**src/rtl/lc_pkg.sv**
```systemverilog
package lc_pkg;
  typedef enum logic [1:0] {
    LC_IDLE   = 2'd0,
    LC_FILL   = 2'd1,
    LC_REPLAY = 2'd2
  } lc_state_e;
endpackage

```
**src/rtl/lc_check.sv**
```systemverilog
// Validates a loop request against the buffer depth.
module lc_check #(
  parameter int DEPTH = 15,
  parameter int LEN_W = 5,
  parameter int CNT_W = 8
) (
  input  logic [LEN_W-1:0] len_i,
  input  logic [CNT_W-1:0] cnt_i,
  output logic             ok_o
);
  localparam logic [LEN_W-1:0] MaxLen = LEN_W'(DEPTH);

  always_comb begin
    ok_o = (len_i != '0) && (len_i <= MaxLen) && (cnt_i != '0);
  end
endmodule

```
**src/rtl/lc_store.sv**
```systemverilog
// Loop body storage: one register per entry, combinational read.
module lc_store #(
  parameter int WORD_W = 16,
  parameter int DEPTH  = 15,
  parameter int IDX_W  = 4
) (
  input  logic              clk_i,
  input  logic              rst_ni,
  input  logic              we_i,
  input  logic [IDX_W-1:0]  widx_i,
  input  logic [WORD_W-1:0] wdata_i,
  input  logic [IDX_W-1:0]  ridx_i,
  output logic [WORD_W-1:0] rdata_o
);
  logic [WORD_W-1:0] ent_q [DEPTH];

  for (genvar g = 0; g < DEPTH; g++) begin : g_ent
    always_ff @(posedge clk_i or negedge rst_ni) begin
      if (!rst_ni) begin
        ent_q[g] <= '0;
      end else if (we_i && (widx_i == IDX_W'(g))) begin
        ent_q[g] <= wdata_i;
      end
    end
  end

  always_comb begin
    rdata_o = '0;
    for (int i = 0; i < DEPTH; i++) begin
      if (ridx_i == IDX_W'(i)) rdata_o = ent_q[i];
    end
  end
endmodule

```
**src/rtl/lc_seq.sv**
```systemverilog
// Loop sequencer: fill pass, replay passes, completion.
module lc_seq
  import lc_pkg::*;
#(
  parameter int LEN_W = 5,
  parameter int CNT_W = 8,
  parameter int IDX_W = 4
) (
  input  logic             clk_i,
  input  logic             rst_ni,
  input  logic             start_i,
  input  logic             ok_i,
  input  logic [LEN_W-1:0] len_i,
  input  logic [CNT_W-1:0] cnt_i,
  input  logic             adv_i,
  output lc_state_e        state_o,
  output logic [IDX_W-1:0] idx_o,
  output logic             we_o,
  output logic             done_o,
  output logic             err_o
);
  lc_state_e        state_q;
  logic [IDX_W-1:0] idx_q;
  logic [LEN_W-1:0] len_q;
  logic [CNT_W-1:0] rem_q;
  logic             done_q, err_q;
  logic             last_word;

  always_comb begin
    last_word = ((LEN_W'(idx_q) + LEN_W'(1)) == len_q);
  end

  always_ff @(posedge clk_i or negedge rst_ni) begin
    if (!rst_ni) begin
      state_q <= LC_IDLE;
      idx_q   <= '0;
      len_q   <= '0;
      rem_q   <= '0;
      done_q  <= 1'b0;
      err_q   <= 1'b0;
    end else begin
      done_q <= 1'b0;
      err_q  <= 1'b0;
      unique case (state_q)
        LC_IDLE: begin
          if (start_i) begin
            if (ok_i) begin
              state_q <= LC_FILL;
              len_q   <= len_i;
              rem_q   <= cnt_i;
              idx_q   <= '0;
            end else begin
              err_q <= 1'b1;
            end
          end
        end
        LC_FILL, LC_REPLAY: begin
          if (adv_i) begin
            if (last_word) begin
              idx_q <= '0;
              if (rem_q == CNT_W'(1)) begin
                state_q <= LC_IDLE;
                done_q  <= 1'b1;
              end else begin
                rem_q   <= rem_q - CNT_W'(1);
                state_q <= LC_REPLAY;
              end
            end else begin
              idx_q <= idx_q + IDX_W'(1);
            end
          end
        end
        default: state_q <= LC_IDLE;
      endcase
    end
  end

  assign state_o = state_q;
  assign idx_o   = idx_q;
  assign we_o    = (state_q == LC_FILL) && adv_i;
  assign done_o  = done_q;
  assign err_o   = err_q;
endmodule

```
**src/rtl/loop_cache.sv**
```systemverilog
module loop_cache
  import lc_pkg::*;
#(
  parameter int WORD_W = 16,
  parameter int DEPTH  = 15,
  parameter int CNT_W  = 8,
  localparam int IDX_W = $clog2(DEPTH),
  localparam int LEN_W = $clog2(DEPTH) + 1
) (
  input  logic              clk_i,
  input  logic              rst_ni,
  input  logic              loop_start_i,
  input  logic [LEN_W-1:0]  loop_len_i,
  input  logic [CNT_W-1:0]  loop_cnt_i,
  input  logic [WORD_W-1:0] fetch_word_i,
  input  logic              advance_i,
  output logic [WORD_W-1:0] issue_word_o,
  output logic              bus_free_o,
  output logic              loop_done_o,
  output logic              len_err_o
);
  lc_state_e         state;
  logic [IDX_W-1:0]  idx;
  logic              we;
  logic              req_ok;
  logic              busy;
  logic [WORD_W-1:0] cache_word;

  lc_check #(.DEPTH(DEPTH), .LEN_W(LEN_W), .CNT_W(CNT_W)) u_check (
    .len_i (loop_len_i),
    .cnt_i (loop_cnt_i),
    .ok_o  (req_ok)
  );

  lc_seq #(.LEN_W(LEN_W), .CNT_W(CNT_W), .IDX_W(IDX_W)) u_seq (
    .clk_i   (clk_i),
    .rst_ni  (rst_ni),
    .start_i (loop_start_i),
    .ok_i    (req_ok),
    .len_i   (loop_len_i),
    .cnt_i   (loop_cnt_i),
    .adv_i   (advance_i),
    .state_o (state),
    .idx_o   (idx),
    .we_o    (we),
    .done_o  (loop_done_o),
    .err_o   (len_err_o)
  );

  lc_store #(.WORD_W(WORD_W), .DEPTH(DEPTH), .IDX_W(IDX_W)) u_store (
    .clk_i   (clk_i),
    .rst_ni  (rst_ni),
    .we_i    (we),
    .widx_i  (idx),
    .wdata_i (fetch_word_i),
    .ridx_i  (idx),
    .rdata_o (cache_word)
  );

  always_comb begin
    busy         = (state != LC_IDLE);
    bus_free_o   = (state == LC_REPLAY);
    issue_word_o = bus_free_o ? cache_word : fetch_word_i;
  end
endmodule

```
**config.mk**
```make
export PLATFORM = sky130hd
export DESIGN_NAME = loop_cache
export DESIGN_NICKNAME = d
export VERILOG_FILES = /design/src/rtl/lc_pkg.sv /design/src/rtl/lc_check.sv /design/src/rtl/lc_store.sv /design/src/rtl/lc_seq.sv /design/src/rtl/loop_cache.sv
export SDC_FILE = /design/constraint.sdc
export NUM_CORES = 1
export LEC_CHECK = 0
export ABC_AREA = 0
export ABC_CLOCK_PERIOD_IN_PS = 3920
export BUFFER_PORTS_ARGS = -buffer_cell sky130_fd_sc_hd__buf_2
export CAP_MARGIN = 20
export CORE_ASPECT_RATIO = 1.1
export CORE_MARGIN = 1.5
export CORE_UTILIZATION = 60
export CTS_CLUSTER_SIZE = 10
export DETAILED_ROUTE_END_ITERATION = 8
export GPL_TIMING_DRIVEN = 0
export PLACE_DENSITY = 0.81
export SLEW_MARGIN = 10
export SYNTH_ARGS = -nofsm -noshare
export SYNTH_HDL_FRONTEND = slang
export SYNTH_HIERARCHICAL = 1
export SYNTH_SLANG_ARGS = --single-unit
```
**constraint.sdc**
```tcl
create_clock -name clk_i -period 3.92 [get_ports clk_i]
set_input_delay 0.784 -clock clk_i [delete_from_list [all_inputs] [get_ports clk_i]]
set_output_delay 0.784 -clock clk_i [all_outputs]
set_load 0.03 [all_outputs]
```
==> qor.yml <==
slew-limit-headroom_pct: 51.2
worstHoldPathType: "primary input to asynchronous set/reset pin"
clockRootBuffer: "clkbuf_16"
cap_violations: 0
cts_tree: "yes"
synth_xor_area_share_pct: 0.396
fin_setup_tns_ps: 0
period_needed_ps: 3910
drcViolationCount: 0
power_density_nw_per_um2: 782
irDropWorstVdd_mv: 0.455
swShare_pct: 37.8
synth-simple-area-share_pct: 7.33
overflow: 0
synth_edf_count: 0
yosys_register_bits: 261
period_share_pct: 99.7
status: "complete, no violations"
dieHeight_um: 159
place_congestion: 0.941
die_w_um: 145
worst_setup_path_start_kind: "flop"
yosysSeqAreaShare_pct: 49.2
synth-compound-area-share_pct: 10.7
synth_top_family_by_area: "multiplexers"
antenna_found_initial: 0
cts.htree.levels: 1
seqPwrFrac_pct: 36.0
nets: 1214
grt_pass1_wl_mm: 58.3
p_clk_share_pct: 20.6
p_sw_mw: 4.44
ant_nets: 0
vias: 9861
setup_violations: 0
synth_cells: 1073
routedWlPerCell_um: 26.5
grt_max_degree: 110
fin_util_pct: 69.9
critPathCaptureType: "output port"
initial_core_util_pct: 61.8
path_clk_slew_ps: 60
insertion_delay_ps: 560
cts_made_buffers: 30
required_ps: 3140
fin_skew_ps: 23.8
fmax_ghz: 0.256
final_cell_mix: "257 x dfrtp_1, 237 x mux2_2, 74 x buf_2"
critPathMaxStageDelay_ps: 440
first_global_vias: 10000
cts-hold-fix-buffers: 0
cts.path.max_buffers: 3
synth_adder_area_share_pct: 0.471
rows: 56
post-dp-hpwl_mm: 25.5
comb_power_share_pct: 43.4
via_per_inst: 6.71
crit_arrival_ps: 3120
critical-path-top-delay-family: "simple AND/OR/NAND/NOR gates"
power.leakage_nw: 7.11
drt_wl_total_mm: 38.9
crit_type: "flop to output port"
syn_avg_cell_area_um2: 12.4
yosys_warnings: 6
synthFlopType: "dfrtp_1"
slew_violations: 0
drive_gt1_share_pct: 41.3
io-pin-count: 52
critPathSlowestCell: "dfrtp_2"
clkSinkCount: 261
drtPass1Iterations: 6
syn_nets: 1111
internal_power_mw: 7.32
cp_max_fo: 10
hold_violations: 0
worst_pin_slew_ps: 731
synth_async_sr_flop_share_pct: 100
dieArea_um2: 23000
fp.coreArea_um2: 21500
diodes: 0
worst-path-buf-inv: 3
yosys.cell_types.count: 74
grtUsageTotal_pct: 33.9
synth_area_um2: 13300
worstPathCellList: "buf_6 > buf_6 > nor2b_2 > nand3_4 > o22ai_1 > a211o_1 > o21ai_0 > mux2_4 > buf_2"
first_iter_violations: 1182
critPathMostFrequentCell: "buf_6"
final_common_cell: "dfrtp_1"
io_buffers: 51
syn_to_final_growth_pct: 13.2
synthMuxAreaShare_pct: 28.0
## stage by stage
stage / total power [mW] / hold WS [ps] / cells / cell area (um^2) / worst slack, ps
4_1_cts: 11.4 / 204 / 1452 / 14800 / -26.1
3_3_place_gp: 8.73 / 481 / 1414 / 13900 / -2640
6_report: 11.8 / 186 / 1470 / 15000 / 12.1
3_5_place_dp: 8.91 / 487 / 1416 / 14000 / 98.0
2_1_floorplan: 7.49 / 471 / 1073 / 13300 / 1050
5_1_grt: 12.2 / 221 / 1470 / 15000 / -7.35
## final cells by class
class | instances | area [um^2]
sequential | 261 | 6540
fill | 1558 | 6470
multi-input combinational | 716 | 6290
clock buffer | 35 | 791
buffer | 82 | 526
timing repair buffer | 71 | 468
tap | 290 | 363
inverter | 14 | 53.8
clock inverter | 1 | 7.51
## final timing paths
path | start | endpoint | slack (ps) | cells past startpoint
min in group clk_i | loop_len_i[0] | u_seq/len_q[0] | 480 | 2
min reg2reg | u_store/ent_q[208] | u_store/ent_q[208] | 500 | 1
max | u_seq/idx_o[0] | issue_word_o[6] | 10 | 9
max in group asynchronous | rst_ni | u_seq/idx_o[2] | 2380 | 3
min | rst_ni | u_store/ent_q[165] | 190 | 1
max reg2reg | u_seq/state_o[1] | u_store/ent_q[94] | 1230 | 7
## worst reg2reg max path, cell delays in order, from the launching register on
cell and delay [ps]:
dfrtp_1 410, inv_1 100, ha_1 140, and2_1 330
nand3b_4 160, nor2_2 520, buf_2 510, mux2_2 390
## what timing repair did
item | 4_1_cts | 5_1_grt
gates resized for setup | 29 | 18
setup buffers | 0 | 18
pin swaps | 1 | 1
endpoints found under the setup margin | 16 | 16
## state kept, by name (all words and copies together) (netlist names)
signal,count
u_store/ent_q,240
u_seq/rem_q,8
u_seq/len_q,5
u_seq/idx_o,4
u_seq/state_o,2
u_seq/done_o,1
u_seq/err_o,1
## per-layer routing
metal	part of all wire, %	global-route usage (%)	vias to the layer above
met4	6.1	18.4	0
met5	0	0	-
met2	46	51.9	581
met1	38	44.9	4986
met3	10	7.40	152
li1	-	-	4142
## cells by family after synthesis
| family | count (synthesis) |
|---|---|
| mux | 311 |
| simple gates | 173 |
| compound gates | 221 |
| buf+inv | 96 |
| xor+xnor | 6 |
| fa+ha+maj | 5 |
| flops | 261 |
## power by group through the flow
stage	combinational, mW	clock (mW)	sequential [mW]
floorplan	3.41	0	4.08
global placement	4.51	0	4.23
detailed placement	4.64	0	4.27
CTS	4.73	2.44	4.24
global route	5.34	2.56	4.33
finish	5.11	2.42	4.24
## cells in the mapped netlist, types with 7 or more instances
cell type | instances | share of area [%]
dfrtp_1 | 261 | 49
mux2_2 | 237 | 20
a21oi_1 | 52 | 2.0
o21ai_0 | 48 | 1.8
mux2_4 | 39 | 4.4
o22ai_1 | 37 | 1.7
nand2_1 | 36 | 1.0
nor2_1 | 32 | 0.90
buf_2 | 30 | 1.1
clkbuf_1 | 30 | 0.85
mux2i_1 | 26 | 2.0
nor2b_1 | 20 | 0.94
nand2b_1 | 16 | 0.75
inv_1 | 13 | 0.37
nand3_1 | 12 | 0.45
buf_6 | 11 | 0.93
o221ai_1 | 11 | 0.73
a22oi_1 | 10 | 0.57
buf_4 | 9 | 0.51
mux4_2 | 9 | 1.5
nor3_1 | 9 | 0.34
a211oi_1 | 8 | 0.45
nor2_2 | 8 | 0.38
o21a_1 | 7 | 0.40
Note: power is estimated with default switching activity, not from simulation.
